**src/rtl/scan_seq_pkg.sv**
```systemverilog
package scan_seq_pkg;

  localparam int FRAME_W        = 32;
  localparam int SUM_W          = 32;
  localparam int FRAMES_PER_DEV = 12;
  localparam int CH_LSB         = 23;
  localparam int CH_W           = 4;
  localparam int DATA_LSB       = 11;
  localparam int DATA_W         = 12;
  localparam int CELL_CH_LAST   = 5;

  localparam logic [5:0] REG_READ_PTR = 6'h1C;
  localparam logic [5:0] REG_CTRL_HI  = 6'h0D;

  localparam int CONV_NS        = 720;
  localparam int DEV_SPACING_NS = 250;
  localparam int NS_PER_US      = 1000;
  localparam int SETTLE_US      = 5;
  localparam int SHORT_LIMIT_US = 50;
  localparam int LONG_WAIT_US   = 250;
  localparam int MAX_ACQ_NS     = 1945;

  typedef enum logic [2:0] {
    ST_IDLE, ST_WR_PTR, ST_WR_CONV, ST_WAIT, ST_READ, ST_PUSH, ST_DONE
  } seqState_t;

  typedef struct packed {
    logic latchCfg;
    logic clearScan;
    logic loadWait;
    logic tickWait;
    logic takeFrame;
    logic setErr;
  } seqStrobe_t;

  function automatic logic [11:0] acqNs(input logic [1:0] code);
    case (code)
      2'd0:    acqNs = 12'd470;
      2'd1:    acqNs = 12'd1030;
      2'd2:    acqNs = 12'd1510;
      default: acqNs = 12'd1945;
    endcase
  endfunction

  // all inputs, readback of all, start on chip select, averaging in 2:1
  function automatic logic [7:0] convCtrlByte(input logic [1:0] avg);
    convCtrlByte = {2'b00, 2'b00, 1'b1, avg, 1'b0};
  endfunction

endpackage

```
**src/rtl/scan_datapath.sv**
```systemverilog
module scan_datapath
  import scan_seq_pkg::*;
#(
  parameter int MAX_DEV = 8,
  parameter int DEV_W   = $clog2(MAX_DEV + 1)
) (
  input  logic               clk,
  input  logic               rst_n,
  input  seqStrobe_t         strobe,
  input  logic [1:0]         acqCode,
  input  logic [1:0]         avgCode,
  input  logic [DEV_W-1:0]   devCount,
  input  logic [FRAME_W-1:0] rdFrame,
  output logic [1:0]         avgQ,
  output logic               waitDone,
  output logic               framesDone,
  output logic [FRAME_W-1:0] frameQ,
  output logic [SUM_W-1:0]   sumQ,
  output logic               errQ
);

  localparam int NS_MAX  = (MAX_ACQ_NS + CONV_NS) * FRAMES_PER_DEV * 8
                         + DEV_SPACING_NS * MAX_DEV + LONG_WAIT_US * NS_PER_US;
  localparam int NS_W    = $clog2(NS_MAX + 1);
  localparam int CNT_W   = $clog2(FRAMES_PER_DEV * MAX_DEV + 1);
  // ceil(ns/1000) + settle < limit  <=>  ns <= (limit - settle - 1) * 1000
  localparam int SHORT_MAX_NS = (SHORT_LIMIT_US - SETTLE_US - 1) * NS_PER_US;

  logic [1:0]       acqQ;
  logic [DEV_W-1:0] devQ;
  logic [NS_W-1:0]  waitCnt;
  logic [CNT_W-1:0] frameCnt;

  logic [NS_W-1:0]  tacqNs, perConv, convCount, devSpan, waitNs, waitLoad;
  logic [CNT_W-1:0] totalFrames;
  logic [CH_W-1:0]  chField;
  logic [DATA_W-1:0] dataField;

  always_comb begin
    tacqNs    = NS_W'(acqNs(acqQ));
    perConv   = tacqNs + NS_W'(CONV_NS);
    convCount = NS_W'(FRAMES_PER_DEV) << avgQ;
    devSpan   = NS_W'(DEV_SPACING_NS) * NS_W'(devQ - 1'b1);
    waitNs    = perConv * convCount - tacqNs + devSpan;
    waitLoad  = (waitNs <= NS_W'(SHORT_MAX_NS))
              ? waitNs + NS_W'(SETTLE_US * NS_PER_US)
              : NS_W'(LONG_WAIT_US * NS_PER_US);
  end

  assign waitDone    = (waitCnt <= NS_W'(NS_PER_US));
  assign totalFrames = CNT_W'(FRAMES_PER_DEV) * CNT_W'(devQ);
  assign framesDone  = (frameCnt == totalFrames);
  assign chField     = rdFrame[CH_LSB +: CH_W];
  assign dataField   = rdFrame[DATA_LSB +: DATA_W];

  always_ff @(posedge clk or negedge rst_n) begin
    if (!rst_n) begin
      acqQ <= '0;
      avgQ <= '0;
      devQ <= DEV_W'(1);
    end else if (strobe.latchCfg) begin
      acqQ <= acqCode;
      avgQ <= avgCode;
      devQ <= devCount;
    end
  end

  always_ff @(posedge clk or negedge rst_n) begin
    if (!rst_n) begin
      waitCnt <= '0;
    end else if (strobe.loadWait) begin
      waitCnt <= waitLoad;
    end else if (strobe.tickWait) begin
      waitCnt <= waitDone ? '0 : waitCnt - NS_W'(NS_PER_US);
    end
  end

  always_ff @(posedge clk or negedge rst_n) begin
    if (!rst_n) begin
      frameCnt <= '0;
      frameQ   <= '0;
      sumQ     <= '0;
      errQ     <= 1'b0;
    end else if (strobe.clearScan) begin
      frameCnt <= '0;
      sumQ     <= '0;
      errQ     <= 1'b0;
    end else begin
      if (strobe.takeFrame) begin
        frameCnt <= frameCnt + 1'b1;
        frameQ   <= rdFrame;
        if (chField <= CH_W'(CELL_CH_LAST))
          sumQ <= sumQ + SUM_W'(dataField);
      end
      if (strobe.setErr)
        errQ <= 1'b1;
    end
  end

endmodule

```
**src/rtl/scan_control.sv**
```systemverilog
module scan_control
  import scan_seq_pkg::*;
(
  input  logic       clk,
  input  logic       rst_n,
  input  logic       start,
  input  logic       usTick,
  input  logic       wrReady,
  input  logic       rdValid,
  input  logic       rdCrcOk,
  input  logic       frmReady,
  input  logic [1:0] avgQ,
  input  logic       waitDone,
  input  logic       framesDone,
  output seqStrobe_t strobe,
  output logic       busy,
  output logic       wrValid,
  output logic [5:0] wrReg,
  output logic [7:0] wrData,
  output logic       rdReq,
  output logic       frmValid,
  output logic       resultValid
);

  seqState_t state, stateNext;

  always_ff @(posedge clk or negedge rst_n) begin
    if (!rst_n) state <= ST_IDLE;
    else        state <= stateNext;
  end

  always_comb begin
    stateNext = state;
    strobe    = '0;
    case (state)
      ST_IDLE: if (start) begin
        strobe.latchCfg  = 1'b1;
        strobe.clearScan = 1'b1;
        stateNext        = ST_WR_PTR;
      end
      ST_WR_PTR: if (wrReady) stateNext = ST_WR_CONV;
      ST_WR_CONV: if (wrReady) begin
        strobe.loadWait = 1'b1;
        stateNext       = ST_WAIT;
      end
      ST_WAIT: if (usTick) begin
        strobe.tickWait = 1'b1;
        if (waitDone) stateNext = ST_READ;
      end
      ST_READ: if (rdValid) begin
        if (rdCrcOk) begin
          strobe.takeFrame = 1'b1;
          stateNext        = ST_PUSH;
        end else begin
          strobe.setErr = 1'b1;
          stateNext     = ST_DONE;
        end
      end
      ST_PUSH: if (frmReady) stateNext = framesDone ? ST_DONE : ST_READ;
      ST_DONE: stateNext = ST_IDLE;
      default: stateNext = ST_IDLE;
    endcase
  end

  always_comb begin
    busy        = (state != ST_IDLE);
    wrValid     = (state == ST_WR_PTR) || (state == ST_WR_CONV);
    rdReq       = (state == ST_READ);
    frmValid    = (state == ST_PUSH);
    resultValid = (state == ST_DONE);
    wrReg       = (state == ST_WR_CONV) ? REG_CTRL_HI : REG_READ_PTR;
    // read pointer at cell channel 0, shifted into bits 7:2
    wrData      = (state == ST_WR_CONV) ? convCtrlByte(avgQ) : 8'h00;
  end

endmodule

```
**src/rtl/chain_scan_sequencer.sv**
```systemverilog
module chain_scan_sequencer
  import scan_seq_pkg::*;
#(
  parameter int MAX_DEV = 8,
  parameter int DEV_W   = $clog2(MAX_DEV + 1)
) (
  input  logic               clk,
  input  logic               rst_n,
  input  logic               start,
  input  logic [1:0]         acqCode,
  input  logic [1:0]         avgCode,
  input  logic [DEV_W-1:0]   devCount,
  input  logic               usTick,
  output logic               busy,
  output logic               wrValid,
  input  logic               wrReady,
  output logic [5:0]         wrReg,
  output logic [7:0]         wrData,
  output logic               rdReq,
  input  logic               rdValid,
  input  logic [FRAME_W-1:0] rdFrame,
  input  logic               rdCrcOk,
  output logic               frmValid,
  input  logic               frmReady,
  output logic [FRAME_W-1:0] frmData,
  output logic               resultValid,
  output logic [SUM_W-1:0]   resultSum,
  output logic               resultErr
);

  seqStrobe_t strobe;
  logic [1:0] avgQ;
  logic       waitDone;
  logic       framesDone;

  scan_control i_control (
    .clk, .rst_n, .start, .usTick, .wrReady, .rdValid, .rdCrcOk, .frmReady,
    .avgQ, .waitDone, .framesDone, .strobe, .busy, .wrValid, .wrReg, .wrData,
    .rdReq, .frmValid, .resultValid
  );

  scan_datapath #(.MAX_DEV(MAX_DEV), .DEV_W(DEV_W)) i_datapath (
    .clk, .rst_n, .strobe, .acqCode, .avgCode, .devCount, .rdFrame,
    .avgQ, .waitDone, .framesDone,
    .frameQ(frmData), .sumQ(resultSum), .errQ(resultErr)
  );

endmodule

```
**config.mk**
```make
export PLATFORM = sky130hd
export DESIGN_NAME = chain_scan_sequencer
export DESIGN_NICKNAME = d
export VERILOG_FILES = /design/src/rtl/scan_seq_pkg.sv /design/src/rtl/scan_datapath.sv /design/src/rtl/scan_control.sv /design/src/rtl/chain_scan_sequencer.sv
export SDC_FILE = /design/constraint.sdc
export NUM_CORES = 1
export LEC_CHECK = 0
export CELL_PAD_IN_SITES_DETAIL_PLACEMENT = 1
export CELL_PAD_IN_SITES_GLOBAL_PLACEMENT = 2
export CORE_UTILIZATION = 35
export CTS_CLUSTER_SIZE = 40
export DETAILED_ROUTE_END_ITERATION = 6
export PLACE_DENSITY = 0.93
export RECOVER_POWER = 100
export SETUP_SLACK_MARGIN = 0.1
export SLEW_MARGIN = 20
export SYNTH_ARGS = -nofsm -noshare
export SYNTH_HDL_FRONTEND = slang
export SYNTH_SLANG_ARGS = --single-unit
```
**constraint.sdc**
```tcl
create_clock -name clk -period 9.57 [get_ports clk]
set_clock_uncertainty 0.1 [all_clocks]
set_input_delay 0.957 -clock clk [delete_from_list [all_inputs] [get_ports clk]]
set_output_delay 0.957 -clock clk [all_outputs]
set_load 0.03 [all_outputs]
```
==> results.toml, run 1 <==
[clocking]
root_buffer = "clkbuf_16"
numCtsBuffers = 9
clk_pin_slew_worst_paths_ps = 90
cts_tree = "done"
clock_path_buffers = 2
clk_latency_ps = 360
cts_sinks = 102
post-cts-setup-buffers = 0
cts_htree_levels = 3
cts_resized = 0
hold_buffers = 0

[finish]
drive_above_1_share_pct = 3.57
antenna_cells = 0
finalNetCount = 1543
areaGrowthSynthToFinish_pct = 17.7

[timing]
slew_headroom_pct = -154
worst_slew_pin_slew_ps = 3810
fin_crit_sh_pct = 91.4
fin_setup_tns_ps = 0
grt_setup_unrepaired = "no"
hold_viol = 0
fin_crit_ps = 8740
setup_viol = 0
fmax_mhz = 114
slew_viol_final = 140

[grt]
grt_max_degree = 69
globalRoute.totalOverflow = 0
antenna_found_initial = 0
grt_pass1_vias = 9244
grt_first_pass_wirelength_um = 46900
track_usage_pct = 19.0

[logic_synthesis]
synthArstFlopShare_pct = 100
synth_edf_count = 0
synth_top_flop_cell = "dfrtp_1"
synthTopCellsByArea = "dfrtp_1, ha_1, fa_1, nand2_1, inv_1"
syn_inst = 1209
synth_top_area_cell = "dfrtp_1"
synth_warnings = 0
synth_top_area_share_pct = 24.3
syn-mean-instance-area_sq_um = 8.59
ys_ff_latch = 102
synth_cell_types = 87
synth_area_sq_um = 10400
seq_area_frac_synth_pct = 24.6

[setup_path]
path_class = "flop to flop"
cp-end-kind = "flop"
required_ps = 9710
max_stage_delay_ps = 660
r2r_end = "i_datapath.waitCnt[13]"
cp_slowest_cell = "dfstp_2"
startpoint = "i_datapath.devQ[0]"
reg2reg_slack_ps = 830
critPathArrivalTime_ps = 8890
rr_worst_depth = 32
cp_max_fo = 18
crit_top_cell = "inv_1"
timing.rr.start = "i_datapath.devQ[0]"
start_kind = "flop"

[placed_design]
routabilityCongestion = 0.871
portBuffers = 122
hpwlAfterDp_um = 22200

[die]
die_y_um = 174
io-pin-count = 132
coreArea_sq_um = 28900
num_rows = 62
die_w_um = 174
die_area_sq_um = 30400
start_util_pct = 35.9

[status]
status = "finished, violations left"
violations = "capacitance limit, slew limit"

[routing]
dr_total_vias = 8666
drt_iter0_drc = 288
drt-wirelength-per-cell_um = 16.5
wirelength_um = 28000
remaining_drc_errors = 0
ant_nets = 0
via_per_inst = 5.10
firstDrtPassIters = 4

[job]
drv_cap = 3

[worst_hold_path]
holdPathEnd = "i_datapath.frameQ[27]"
hp-start = "i_datapath.frameQ[27]"
min_path_cells = 2
hp-class = "flop to flop"
[cell usage in the layout, fill, tap and decap left out, types with 11 or more instances in the layout]
master / instances
nor4_1: 12
dfrtp_1: 101
fa_1: 61
a211oi_1: 11
inv_1: 164
ha_1: 124
nand2b_1: 13
nor2b_1: 14
a21oi_1: 40
dlygate4sd3_1: 78
conb_1: 11
o31ai_1: 12
xor2_1: 33
a21o_1: 17
xnor2_1: 48
nand3_1: 23
nand2_1: 177
nor2_1: 87
clkdlybuf4s50_1: 43
and3_1: 11
o21ai_0: 64
nor3_1: 18
[registers in the layout, summed over array words and instances, names as in the netlist]
register,flops
i_datapath.errQ,1
i_datapath.sumQ,32
i_datapath.frameCnt,7
i_datapath.frameQ,32
i_datapath.avgQ,2
i_control.state,3
i_datapath.devQ,4
i_datapath.acqQ,2
i_datapath.waitCnt,19
[cell usage after synthesis, drive strengths merged, types with 4 or more instances]
cell	n
nor3	18
nor2b	14
nand2	177
nand3b	4
or2	4
ha	124
mux2i	5
xor2	33
a21o	18
nor3b	4
nand2b	13
a31oi	9
and2	13
a21oi	43
nand3	23
o21a	7
a21boi	5
dfrtp	101
and3	13
nand4	7
o211ai	6
fa	61
a22o	4
o21ai	66
nor4	13
nor2	87
a211oi	11
o31ai	12
inv	164
o21bai	4
or3	4
clkbuf	29
buf	17
xnor2	50
[per-stage QoR]
step / setup WS [ps] / utilization [%] / instance area, sq um / std cells / hold WS, ps
final: 828 / 42.2 / 12200 / 1699 / 374
after detailed placement: 1150 / 41.2 / 11900 / 1682 / 366
after CTS: 1110 / 42.4 / 12300 / 1698 / 386
after floorplan: 1860 / - / 10400 / 1218 / 354
after global placement: 1490 / 41.2 / 11900 / 1682 / 358
after global routing: 344 / 42.2 / 12200 / 1699 / 404
[per-layer routing]
layer | part of all wire (%) | track usage (%) | vias to the layer above
li1 | - | - | 4202
met5 | 0 | 0 | -
met3 | 3.8 | 3.19 | 27
met4 | 1.8 | 4.79 | 0
met1 | 44 | 23.9 | 4310
met2 | 50 | 33.6 | 127
[cell type report]
cell class,count,area [sq um]
Multi-Input combinational cell,906,7010
Clock inverter,7,97.6
Sequential cell,102,2550
Inverter,164,616
Clock buffer,9,225
Fill cell,3398,16700
Tap cell,384,480
Timing Repair Buffer,127,1240
[cell families after synthesis]
group | Yosys count | synth area share (%)
AND/OR/NAND/NOR | 400 | 17.8
AO/OA/AOI/OAI | 221 | 14.8
buffers and inverters | 210 | 8.09
adder cells (fa/ha/maj) | 185 | 26.7
flip-flops | 102 | 24.6
XOR/XNOR | 83 | 7.32
multiplexers | 6 | 0.698
other | 2 | 0.0723
[critical path: cells and delay by family, from the launching register on]
family,cells,cell delay (ps)
buffers and inverters,10,1060
adder cells (fa/ha/maj),8,3390
AND/OR/NAND/NOR,2,290
AO/OA/AOI/OAI,11,2460
XOR/XNOR,1,650
flip-flops,1,660
[how the worst max path moves through the flow]
stage	endpoint	cells after the start	slack, ps
global route	i_datapath.waitCnt[13]	32	340
detailed placement	i_datapath.waitCnt[6]	32	1150
global placement	i_datapath.waitCnt[6]	32	1490
CTS	i_datapath.waitCnt[6]	32	1110
floorplan	i_datapath.waitCnt[6]	32	1860
finish	i_datapath.waitCnt[13]	32	830
Power of run 1 is not shown: default switching activity piles up to over one toggle a cycle in this logic, so the estimate is an artifact.
==> run 2: changes to the inputs <==
- CELL_PAD_IN_SITES_DETAIL_PLACEMENT: 1 -> 0
- CELL_PAD_IN_SITES_GLOBAL_PLACEMENT: 2 -> 1
- CORE_ASPECT_RATIO: not set -> 0.8
- CORE_UTILIZATION: 35 -> 43
- CTS_CLUSTER_DIAMETER: not set -> 30
- PLACE_DENSITY: 0.93 -> 0.92
==> results.toml, run 2 (synthesis gave the netlist of run 1 again) <==
[grt]
antenna_found_initial = 0
grt_max_degree = 66
grt_pass1_vias = 8016
grt_first_pass_wirelength_um = 40800
track_usage_pct = 20.2
globalRoute.totalOverflow = 0

[timing]
setup_viol = 0
hold_viol = 0
fin_crit_ps = 8650
fin_setup_tns_ps = 0
slew_headroom_pct = -138
grt_setup_unrepaired = "no"
slew_viol_final = 150
fin_ws_ps = 924
fmax_mhz = 116
worst_slew_pin_slew_ps = 3570
fin_crit_sh_pct = 90.3

[routing]
via_per_inst = 5.18
drt_iter0_drc = 490
firstDrtPassIters = 6
ant_nets = 0
dr_total_vias = 8420
remaining_drc_errors = 0
drt-wirelength-per-cell_um = 15.0
wirelength_um = 24400

[setup_path]
r2r_end = "i_datapath.waitCnt[13]"
path_class = "flop to flop"
cp_max_fo = 18
crit_top_cell = "inv_1"
timing.rr.start = "i_datapath.devQ[0]"
startpoint = "i_datapath.devQ[0]"
critPathArrivalTime_ps = 8780
max_stage_delay_ps = 730
required_ps = 9710
rr_worst_depth = 32
cp-end-kind = "flop"
start_kind = "flop"
crit_path_end = "i_datapath.waitCnt[13]"
cp_slowest_cell = "dfstp_1"
reg2reg_slack_ps = 920

[placed_design]
routabilityCongestion = 0.868
hpwlAfterDp_um = 19400
portBuffers = 122
post-place-ws_ps = 1300
placed_area_sq_um = 11800

[finish]
final_common_cell = "nand2_1"
antenna_cells = 0
most-common-layout-cells = "nand2_1, inv_1, ha_1"
finalNetCount = 1542
fillerInstances = 2215
stdcell_area_sq_um = 12100
reg_top3 = "i_datapath.frameQ x32, i_datapath.sumQ x32, i_datapath.waitCnt x19"
regArea_sq_um = 2550
areaGrowthSynthToFinish_pct = 16.5
multi_input_area_sq_um = 7010
drive_above_1_share_pct = 3.35

[die]
start_util_pct = 44.2
die_w_um = 176
die_y_um = 141
coreArea_sq_um = 23500
io-pin-count = 132
num_rows = 50
die_area_sq_um = 24800

[worst_hold_path]
hp-class = "flop to flop"
min_path_cells = 2

[clocking]
clk_pin_slew_worst_paths_ps = 70
post-cts-setup-buffers = 0
clk_latency_ps = 350
clock_path_buffers = 2
cts_sinks = 102
cts_resized = 0
root_buffer = "clkbuf_16"
cts_htree_levels = 3
hold_buffers = 0
numCtsBuffers = 9
cts_tree = "done"

[status]
status = "finished, violations left"
violations = "capacitance limit, slew limit"

[job]
drv_cap = 3
==> run 2: cell count changes in the layout (fill, tap and decap cells not counted), sizes merged <==
| cell | previous run | this run |
|---|---|---|
| bufinv | 1 | 0 |
| dlygate4sd3 | 78 | 79 |
| buf | 2 | 1 |
| clkdlybuf4s50 | 43 | 42 |
| clkinv | 2 | 3 |
==> run 2: how the worst min path moves through the flow <==
stage / startpoint / end
finish: i_datapath.frameQ[0] / i_datapath.frameQ[0]
global route: i_datapath.frameQ[0] / i_datapath.frameQ[0]
CTS: i_datapath.frameQ[24] / i_datapath.frameQ[24]
detailed placement: i_datapath.frameQ[24] / i_datapath.frameQ[24]
global placement: i_datapath.frameQ[10] / i_datapath.frameQ[10]
floorplan: i_datapath.waitCnt[18] / i_datapath.waitCnt[18]
==> run 2: stage by stage <==
stage / hold WS (ps) / instances / util (%)
2_1_floorplan: 354 / 1218 / -
3_3_place_gp: 357 / 1610 / 50.4
3_5_place_dp: 362 / 1610 / 50.4
4_1_cts: 381 / 1626 / 51.6
5_1_grt: 394 / 1626 / 51.4
6_report: 371 / 1626 / 51.4
==> run 2: final cells by class <==
| type | count | area share (%) |
|---|---|---|
| clock buffers | 9 | 1.86 |
| well taps | 312 | 3.23 |
| multi-input cells | 906 | 57.9 |
| inverters | 164 | 5.09 |
| flip-flops and latches | 102 | 21.1 |
| clock inverters | 7 | 0.600 |
| repair buffers | 126 | 10.2 |
==> run 2: worst max-delay path: cells and delay by family (launching register included) <==
kind / cells / cell delay [ps]
adder cells (fa/ha/maj): 8 / 3430
AO/OA/AOI/OAI: 11 / 2290
buffers and inverters: 10 / 1060
flip-flops: 1 / 730
XOR/XNOR: 1 / 590
AND/OR/NAND/NOR: 2 / 290
==> run 2: metal layers <==
| metal | part of all wire [%] | vias to the layer above | wire (um) | track usage, % |
|---|---|---|---|---|
| met5 | 0 | - | 0 | 0 |
| met4 | 0.78 | 0 | 191 | 3.07 |
| met3 | 3.6 | 19 | 889 | 3.13 |
| met2 | 44 | 165 | 10800 | 31.1 |
| met1 | 51 | 4032 | 12500 | 30.3 |
| li1 | - | 4204 | - | - |
Power of run 2 is left out for the same reason.
==> run 3: changes to the inputs <==
- CORE_MARGIN: not set -> 1
- PLACE_DENSITY: 0.92 -> not set
- PLACE_DENSITY_LB_ADDON: not set -> 0.05
==> results.toml, run 3 (synthesis gave the netlist of run 1 again) <==
[finish]
finalNetCount = 1542
fillerInstances = 2292
reg_top3 = "i_datapath.frameQ x32, i_datapath.sumQ x32, i_datapath.waitCnt x19"
most-common-layout-cells = "nand2_1, inv_1, ha_1"
antenna_cells = 0
multi_input_area_sq_um = 7010
final-instance-count-excl-fill = 1626
drive_above_1_share_pct = 3.50
regArea_sq_um = 2550
final_common_cell = "nand2_1"
areaGrowthSynthToFinish_pct = 17.0

[routing]
via_per_inst = 5.05
wirelength_um = 24500
firstDrtPassIters = 5
ant_nets = 0
dr_total_vias = 8215
drt_iter0_drc = 455
remaining_drc_errors = 0
drt-wirelength-per-cell_um = 15.1

[clocking]
post-cts-setup-buffers = 0
cts_sinks = 102
clock_path_buffers = 2
cts_htree_levels = 3
cts_resized = 0
hold_buffers = 0
root_buffer = "clkbuf_16"
clk_latency_ps = 350
clk_pin_slew_worst_paths_ps = 80
numCtsBuffers = 9
cts_tree = "done"

[timing]
fin_crit_ps = 8640
worst_slew_pin_slew_ps = 3490
setup_viol = 0
slew_headroom_pct = -133
fin_setup_tns_ps = 0
fmax_mhz = 116
fin_crit_sh_pct = 90.3
fin_ws_ps = 930
hold_viol = 0
slew_viol_final = 188
grt_setup_unrepaired = "no"

[setup_path]
cp_slowest_cell = "dfstp_1"
crit_top_cell = "inv_1"
critPathArrivalTime_ps = 8830
cp-end-kind = "flop"
cp_max_fo = 18
critPathBufInv = 10
max_stage_delay_ps = 730
crit_family = "adder cells"
required_ps = 9760
start_kind = "flop"
path_class = "flop to flop"

[grt]
globalRoute.totalOverflow = 0
grt_max_degree = 65
grt_pass1_vias = 7867
track_usage_pct = 20.3
antenna_found_initial = 0
grt_first_pass_wirelength_um = 40700

[die]
start_util_pct = 44.2
num_rows = 50
io-pin-count = 132
die_area_sq_um = 24800
die_y_um = 141
die_w_um = 176
coreArea_sq_um = 23500

[worst_hold_path]
hp-class = "flop to flop"

[placed_design]
post-place-ws_ps = 1250
routabilityCongestion = 0.813
dp_cells = 1610
hpwlAfterDp_um = 19400
portBuffers = 122

[job]
drv_cap = 4

[status]
status = "finished, violations left"
violations = "capacitance limit, slew limit"
-- run 3: final cells by class --
| class | count | share of cell area (%) |
|---|---|---|
| repair buffers | 126 | 10.2 |
| clock buffers | 9 | 1.85 |
| clock inverters | 7 | 0.957 |
| flip-flops and latches | 102 | 21.0 |
| inverters | 164 | 5.07 |
| well taps | 312 | 3.21 |
| multi-input cells | 906 | 57.7 |
-- run 3: path summary, 6_finish.rpt --
| check | start | to | slack, ps | depth (start not counted) |
|---|---|---|---|---|
| max in group asynchronous | rst_n | i_datapath.sumQ[26] | 4080 | 2 |
| max | i_datapath.devQ[0] | i_datapath.waitCnt[6] | 930 | 32 |
| min in group asynchronous | rst_n | i_datapath.waitCnt[18] | 1090 | 1 |
| max reg2reg | i_datapath.devQ[0] | i_datapath.waitCnt[6] | 930 | 32 |
| min reg2reg | i_datapath.frameQ[15] | i_datapath.frameQ[15] | 370 | 2 |
| min | i_datapath.frameQ[15] | i_datapath.frameQ[15] | 370 | 2 |
-- run 3: tightest hold or removal path, delay by kind of cell (launching register included) --
family	cells	cell delay, ps
DFF	1	340
and+or+nand+nor	2	100
-- run 3: stage by stage --
step / utilization [%] / instance area, sq um / hold WS (ps)
floorplan: - / 10400 / 354
global placement: 50.4 / 11800 / 359
detailed placement: 50.4 / 11800 / 362
CTS: 51.8 / 12200 / 382
global route: 51.7 / 12200 / 390
finish: 51.7 / 12200 / 369
-- run 3: routing by layer --
metal | track usage (%) | wire length, um | up-vias
li1 | - | - | 4210
met1 | 32.1 | 13500 | 3835
met2 | 29.8 | 10100 | 161
met3 | 2.35 | 828 | 9
met4 | 2.84 | 126 | 0
met5 | 0 | 0 | -
Power of run 3 is left out for the same reason.
